<file path="config.mk">
export PLATFORM = sky130hd
export DESIGN_NAME = median_resync_unit
export DESIGN_NICKNAME = d
export VERILOG_FILES = /design/src/rtl/medsync_pkg.sv /design/src/rtl/medsync_ctrl.sv /design/src/rtl/medsync_dpath.sv /design/src/rtl/median_resync_unit.sv
export SDC_FILE = /design/constraint.sdc
export NUM_CORES = 1
export LEC_CHECK = 0
export CORE_MARGIN = 3
export CORE_UTILIZATION = 35
export DETAILED_ROUTE_END_ITERATION = 6
export SLEW_MARGIN = 5
export SYNTH_ARGS = -nofsm -noshare
export SYNTH_HDL_FRONTEND = slang
export SYNTH_HIERARCHICAL = 1
export SYNTH_SLANG_ARGS = --single-unit
</file>
<file path="constraint.sdc">
create_clock -name clk -period 2.4 [get_ports clk]
set_clock_uncertainty 0.1 [all_clocks]
set_input_delay 0.6 -clock clk [delete_from_list [all_inputs] [get_ports clk]]
set_output_delay 0.6 -clock clk [all_outputs]
set_load 0.02 [all_outputs]
</file>
<file path="src/rtl/medsync_pkg.sv">
package medsync_pkg;

  // strobes from control to datapath
  typedef struct packed {
    logic capture;   // take snapshot of own and peer clocks
    logic sortStep;  // apply one compare-exchange pass
    logic oddPass;   // pass pairs (1,2),(3,4).. when set, (0,1),(2,3).. when clear
    logic load;      // load median into the local counter
  } syncStrobes_t;

  typedef enum logic [1:0] {
    ST_IDLE = 2'd0,
    ST_SORT = 2'd1,
    ST_LOAD = 2'd2
  } syncState_e;

endpackage

</file>
<file path="src/rtl/medsync_ctrl.sv">
module medsync_ctrl
  import medsync_pkg::*;
#(
  parameter int NODES = 3
) (
  input  logic         clk,
  input  logic         rstN,
  input  logic         resyncReq,
  output syncStrobes_t strb,
  output logic         doneQ
);

  localparam int PASS_W = (NODES > 2) ? $clog2(NODES) : 1;
  localparam logic [PASS_W-1:0] LAST_PASS = PASS_W'(NODES - 1);

  syncState_e stateQ;
  logic [PASS_W-1:0] passQ;

  always_ff @(posedge clk or negedge rstN) begin
    if (!rstN) begin
      stateQ <= ST_IDLE;
      passQ  <= '0;
      doneQ  <= 1'b0;
    end else begin
      doneQ <= (stateQ == ST_LOAD);
      unique case (stateQ)
        ST_IDLE: begin
          if (resyncReq) begin
            stateQ <= ST_SORT;
            passQ  <= '0;
          end
        end
        ST_SORT: begin
          if (passQ == LAST_PASS) begin
            stateQ <= ST_LOAD;
          end else begin
            passQ <= passQ + 1'b1;
          end
        end
        ST_LOAD: stateQ <= ST_IDLE;
        default: stateQ <= ST_IDLE;
      endcase
    end
  end

  always_comb begin
    strb          = '0;
    strb.capture  = (stateQ == ST_IDLE) && resyncReq;
    strb.sortStep = (stateQ == ST_SORT);
    strb.oddPass  = (stateQ == ST_SORT) && passQ[0];
    strb.load     = (stateQ == ST_LOAD);
  end

endmodule

</file>
<file path="src/rtl/medsync_dpath.sv">
module medsync_dpath
  import medsync_pkg::*;
#(
  parameter int NODES = 3,
  parameter int WIDTH = 16
) (
  input  logic                         clk,
  input  logic                         rstN,
  input  logic                         tickIn,
  input  logic [(NODES-1)*WIDTH-1:0]   peerClocks,
  input  syncStrobes_t                 strb,
  output logic [WIDTH-1:0]             localClock
);

  localparam int MID = (NODES - 1) / 2;

  logic [WIDTH-1:0] clkQ;
  logic [WIDTH-1:0] elapsedQ;
  logic [WIDTH-1:0] tickExt;
  logic [WIDTH-1:0] smpQ   [NODES];
  logic [WIDTH-1:0] capVal [NODES];
  logic [WIDTH-1:0] nxtSmp [NODES];

  assign tickExt    = {{(WIDTH-1){1'b0}}, tickIn};
  assign localClock = clkQ;

  // snapshot sources: slot 0 is the own clock, slots 1.. are the peers
  assign capVal[0] = clkQ;
  for (genvar k = 1; k < NODES; k++) begin : g_peerTap
    assign capVal[k] = peerClocks[(k-1)*WIDTH +: WIDTH];
  end

  // one odd-even transposition pass over disjoint neighbour pairs
  always_comb begin
    for (int j = 0; j < NODES; j++) begin
      nxtSmp[j] = smpQ[j];
    end
    for (int j = 0; j < NODES - 1; j++) begin
      if ((((j % 2) == 1) == strb.oddPass) && (smpQ[j] > smpQ[j+1])) begin
        nxtSmp[j]   = smpQ[j+1];
        nxtSmp[j+1] = smpQ[j];
      end
    end
  end

  for (genvar k = 0; k < NODES; k++) begin : g_slot
    always_ff @(posedge clk or negedge rstN) begin
      if (!rstN) begin
        smpQ[k] <= '0;
      end else if (strb.capture) begin
        smpQ[k] <= capVal[k];
      end else if (strb.sortStep) begin
        smpQ[k] <= nxtSmp[k];
      end
    end
  end

  // ticks seen between snapshot and load, added back at load time
  always_ff @(posedge clk or negedge rstN) begin
    if (!rstN) begin
      elapsedQ <= '0;
    end else if (strb.capture) begin
      elapsedQ <= tickExt;
    end else if (strb.sortStep) begin
      elapsedQ <= elapsedQ + tickExt;
    end
  end

  always_ff @(posedge clk or negedge rstN) begin
    if (!rstN) begin
      clkQ <= '0;
    end else if (strb.load) begin
      clkQ <= smpQ[MID] + elapsedQ + tickExt;
    end else begin
      clkQ <= clkQ + tickExt;
    end
  end

endmodule

</file>
<file path="src/rtl/median_resync_unit.sv">
module median_resync_unit
  import medsync_pkg::*;
#(
  parameter int NODES = 3,   // group size, own clock included; at least 3
  parameter int WIDTH = 16
) (
  input  logic                       clk,
  input  logic                       rstN,
  input  logic                       tickIn,
  input  logic                       resyncReq,
  input  logic [(NODES-1)*WIDTH-1:0] peerClocks,
  output logic [WIDTH-1:0]           localClock,
  output logic                       resyncDone
);

  syncStrobes_t strb;

  medsync_ctrl #(.NODES(NODES)) u_ctrl (
    .clk       (clk),
    .rstN      (rstN),
    .resyncReq (resyncReq),
    .strb      (strb),
    .doneQ     (resyncDone)
  );

  medsync_dpath #(.NODES(NODES), .WIDTH(WIDTH)) u_dpath (
    .clk        (clk),
    .rstN       (rstN),
    .tickIn     (tickIn),
    .peerClocks (peerClocks),
    .strb       (strb),
    .localClock (localClock)
  );

endmodule

</file>
==> impl_results.html <==
<table>
<tr><th>Metric</th><th>Value</th></tr>
<tr><th colspan="2">CTS</th></tr>
<tr><td>Number of CTS-inserted buffers</td><td>9</td></tr>
<tr><td>Total clock sinks</td><td>85</td></tr>
<tr><td>Clk_lat worst skew</td><td>0.34 ns</td></tr>
<tr><td>CTS tree</td><td>built</td></tr>
<tr><td>Hold bufs inserted after CTS</td><td>0</td></tr>
<tr><td>Number of H-tree branching levels</td><td>3</td></tr>
<tr><td>Clk root buf</td><td>sky130_fd_sc_hd__clkbuf_16</td></tr>
<tr><td>Clock Tree Buf Depth</td><td>2</td></tr>
<tr><td>Clock edge transition at the registers on the reported setup and hold paths</td><td>0.07 ns</td></tr>
<tr><th colspan="2">Yosys</th></tr>
<tr><td>Mean area per synthesized cell</td><td>9.09 um^2</td></tr>
<tr><td>Most instantiated flip-flop cell in the synthesis netlist</td><td>sky130_fd_sc_hd__dfrtp_1</td></tr>
<tr><td>Post-synthesis sequential element count</td><td>85</td></tr>
<tr><td>Number of enable-type register cells in the synthesized netlist</td><td>0</td></tr>
<tr><td>Post-synthesis instance total</td><td>639</td></tr>
<tr><td>Total nets after synthesis</td><td>728</td></tr>
<tr><td>Async set-reset flop share out of synthesis</td><td>100%</td></tr>
<tr><td>Post-synth design cell area</td><td>5810 um^2</td></tr>
<tr><td>Register area share after synthesis</td><td>36.6%</td></tr>
<tr><td>Number of unique standard cell types used by synthesis</td><td>60</td></tr>
<tr><td>Count of warnings emitted by yosys</td><td>6</td></tr>
<tr><th colspan="2">Cells and area</th></tr>
<tr><td>Post-route insts no fill</td><td>1,028</td></tr>
<tr><td>Final core area utilization</td><td>52.8%</td></tr>
<tr><td>Most frequent standard cell in the layout excluding fill and tap cells</td><td>sky130_fd_sc_hd__buf_4</td></tr>
<tr><td>Area added between synthesis and finish</td><td>45.9%</td></tr>
<tr><td>Most frequent cells in the layout</td><td>120 x sky130_fd_sc_hd__buf_4, 83 x sky130_fd_sc_hd__dfrtp_1, 52 x sky130_fd_sc_hd__nand2_1</td></tr>
<tr><td>Antenna diodes</td><td>0</td></tr>
<tr><td>Layout cells sized above 1</td><td>28.9%</td></tr>
<tr><td>Number of nets in the final layout</td><td>896</td></tr>
<tr><td>Final instance area</td><td>8470 um^2</td></tr>
<tr><th colspan="2">Outcome</th></tr>
<tr><td>Violations in the final reports</td><td>negative setup slack</td></tr>
<tr><td>Outcome</td><td>finished, violations left</td></tr>
<tr><th colspan="2">Placed design</th></tr>
<tr><td>Routability cong.</td><td>0.872</td></tr>
<tr><td>Placed Instance Area</td><td>7430 um^2</td></tr>
<tr><td>Placed Cells</td><td>990</td></tr>
<tr><td>Number of buffers added on ports</td><td>52</td></tr>
<tr><td>Placement Setup Slack</td><td>-0.736 ns</td></tr>
<tr><td>Half-perimeter wire length after detailed placement</td><td>13.1 mm</td></tr>
<tr><th colspan="2">Critical path</th></tr>
<tr><td>Nature of the critical path startpoint</td><td>register</td></tr>
<tr><td>Type of element capturing the critical path</td><td>register</td></tr>
<tr><td>Arr. time, crit path</td><td>2.72 ns</td></tr>
<tr><td>Critical path data required time</td><td>2.55 ns</td></tr>
<tr><td>Critical Path Fanout Max</td><td>14</td></tr>
<tr><td>Kind of critical path</td><td>register to register</td></tr>
<tr><th colspan="2">Global route</th></tr>
<tr><td>Final global-route overflow total</td><td>0</td></tr>
<tr><td>First-pass GRT wire length</td><td>30.3 mm</td></tr>
<tr><td>Number of antenna violations at the first check in global routing</td><td>0</td></tr>
<tr><td>Total routing resource utilization after global routing</td><td>20.9%</td></tr>
<tr><td>Via count of the first global-routing pass</td><td>5,880</td></tr>
<tr><td>Largest net degree at the start of global routing</td><td>66</td></tr>
<tr><th colspan="2">Die</th></tr>
<tr><td>Effective utilization at floorplan</td><td>36.2%</td></tr>
<tr><td>Die width</td><td>135 um</td></tr>
<tr><td>Total core area</td><td>16,100 um^2</td></tr>
<tr><td>Vertical die dimension</td><td>135 um</td></tr>
<tr><td>Standard-cell row count</td><td>46</td></tr>
<tr><td>Die ar.</td><td>18,200 um^2</td></tr>
<tr><td>Top Ports</td><td>53</td></tr>
<tr><th colspan="2">Routing</th></tr>
<tr><td>Via-per-instance ratio</td><td>5.38</td></tr>
<tr><td>Average detailed-routed wire length per instance</td><td>18.0 um</td></tr>
<tr><td>Vias</td><td>5,534</td></tr>
<tr><td>Count of nets left with antenna violations after detail routing</td><td>0</td></tr>
<tr><td>Iteration count of the initial detailed-routing pass</td><td>5</td></tr>
<tr><td>Routed Wire Length</td><td>18.5 mm</td></tr>
<tr><td>Residual DRC</td><td>0</td></tr>
<tr><td>DRT iter0 DRCs</td><td>375</td></tr>
<tr><th colspan="2">STA</th></tr>
<tr><td>Period minus WS final</td><td>2.56 ns</td></tr>
<tr><td>Final setup TNS</td><td>-3.65 ns</td></tr>
<tr><td>Worst-margin pin slew</td><td>0.540 ns</td></tr>
<tr><td>Max-slew headroom at the worst pin</td><td>64.0%</td></tr>
<tr><td>Post-route clock period utilization</td><td>107%</td></tr>
<tr><td>Final number of max-transition violations</td><td>0</td></tr>
<tr><td>Setup violators final</td><td>41</td></tr>
<tr><td>Setup repair after global routing missed its margin</td><td>yes</td></tr>
<tr><td>Final hold violations</td><td>0</td></tr>
<tr><td>Post-Route Hold Slack</td><td>0.138 ns</td></tr>
<tr><td>Fmax</td><td>0.391 GHz</td></tr>
<tr><td>Fin worst setup slack</td><td>-0.161 ns</td></tr>
<tr><th colspan="2">Pwr</th></tr>
<tr><td>Total power density per cell area</td><td>1530 nW/um^2</td></tr>
<tr><td>Highest ir drop seen on vdd</td><td>0.000656 V</td></tr>
<tr><td>Static leakage</td><td>3.66 nW</td></tr>
<tr><td>Sum of internal, switching and leakage power</td><td>13.0 mW</td></tr>
<tr><th colspan="2">Job</th></tr>
<tr><td>Max-capacitance violation count</td><td>0</td></tr>
<tr><th colspan="2">Min path</th></tr>
<tr><td>Hold WC Path Type</td><td>input pin to async pin</td></tr>
</table>
-- cell type report --
type / instances / area (um^2)
Inverter: 42 / 158
Tap cell: 216 / 270
Timing Repair Buffer: 185 / 1650
Clock inverter: 5 / 82.6
Clock buffer: 11 / 253
Fill cell: 1406 / 7580
Sequential cell: 85 / 2130
Multi-Input combinational cell: 484 / 3940
-- path summary, 6_finish.rpt --
kind                                             end  cells after the start  slack (ns)             start
worst min register to register       u_ctrl/passQ[1]                      1        0.44   u_ctrl/passQ[1]
worst max-delay path                u_dpath/smpQ[27]                     10       -0.16  u_dpath/smpQ[17]
worst min-delay path            u_dpath/elapsedQ[14]                      1        0.14              rstN
max in group asynchronous            u_ctrl/passQ[1]                      2        1.38              rstN
min in group clk                     u_ctrl/passQ[1]                      1        0.44   u_ctrl/passQ[1]
worst max register to register      u_dpath/smpQ[27]                     10       -0.16  u_dpath/smpQ[17]
-- synth_stat cells (all sizes together) (2+ instances only) --
| master | number | area [um^2] |
|---|---|---|
| nand2 | 52 | 195 |
| a21o | 10 | 75.1 |
| xnor2 | 14 | 123 |
| and2 | 23 | 144 |
| nor4b | 3 | 26.3 |
| nand4 | 19 | 125 |
| o21ai | 46 | 230 |
| nor2b | 5 | 33.8 |
| dfrtp | 85 | 2130 |
| buf | 7 | 41.3 |
| a211oi | 9 | 80.1 |
| nor2 | 51 | 191 |
| and4 | 4 | 35.0 |
| a311oi | 5 | 50.0 |
| mux2i | 34 | 340 |
| nand2b | 2 | 12.5 |
| nor3 | 9 | 45.0 |
| nand3 | 26 | 130 |
| xor2 | 17 | 149 |
| ha | 51 | 638 |
| a211o | 3 | 26.3 |
| a31oi | 17 | 106 |
| o21a | 10 | 75.1 |
| inv | 41 | 154 |
| a221oi | 19 | 166 |
| nor4 | 3 | 18.8 |
| or3 | 3 | 18.8 |
| fa | 2 | 40.0 |
| o31ai | 3 | 22.5 |
| clkbuf | 21 | 78.8 |
| and3 | 3 | 18.8 |
| o211ai | 2 | 15.0 |
| a21oi | 21 | 105 |
-- repair_timing --
action | in CTS | in global routing
endpoints found under the setup margin | 54 | 57
buffers inserted | 17 | 5
cloned | 2 | 1
resized for setup | 62 | 41
pin swaps | 28 | 27
-- per-layer routing --
layer	part of all wire (%)	track usage, %	vias up
met5	0	0	-
met3	3.9	2.94	27
met4	2.0	6.00	0
li1	-	-	2657
met1	45	27.2	2729
met2	49	36.2	121
-- logic make-up (layout without fill, tap and decap cells) --
kind of cell | count (synthesis) | in the layout | share of synthesized area [%]
fa+ha+maj | 53 | 53 | 11.7
mux | 35 | 35 | 6.06
flops | 85 | 85 | 36.6
buf+inv | 70 | 243 | 4.78
compound gates | 158 | 158 | 18.5
xor+xnor | 31 | 31 | 4.68
simple gates | 207 | 207 | 17.7
-- report_power, final --
group	total [mW]	internal [mW]	switching (mW)
sequential	2.78	2.09	0.692
clock	1.58	0.969	0.609
combinational	8.63	4.35	4.28
total	13.0	7.40	5.58
-- flip-flops by register name, indices dropped and copies added, names as in the netlist --
register	count
u_ctrl/passQ	2
u_ctrl/stateQ	2
u_dpath/elapsedQ	16
u_dpath/localClock	16
u_dpath/smpQ	48
u_ctrl/doneQ	1
-- worst max-delay path, stage by stage (launching register included) --
cell and delay, ns:
sky130_fd_sc_hd__dfrtp_1 0.39, sky130_fd_sc_hd__ha_1 0.30, sky130_fd_sc_hd__nor2b_4 0.13, sky130_fd_sc_hd__o211ai_1 0.09, sky130_fd_sc_hd__a2111o_1 0.43, sky130_fd_sc_hd__buf_6 0.14
sky130_fd_sc_hd__a311oi_4 0.27, sky130_fd_sc_hd__buf_4 0.19, sky130_fd_sc_hd__a211oi_4 0.05, sky130_fd_sc_hd__buf_12 0.18, sky130_fd_sc_hd__mux2i_1 0.19
Power figures use the tool's default switching activity.
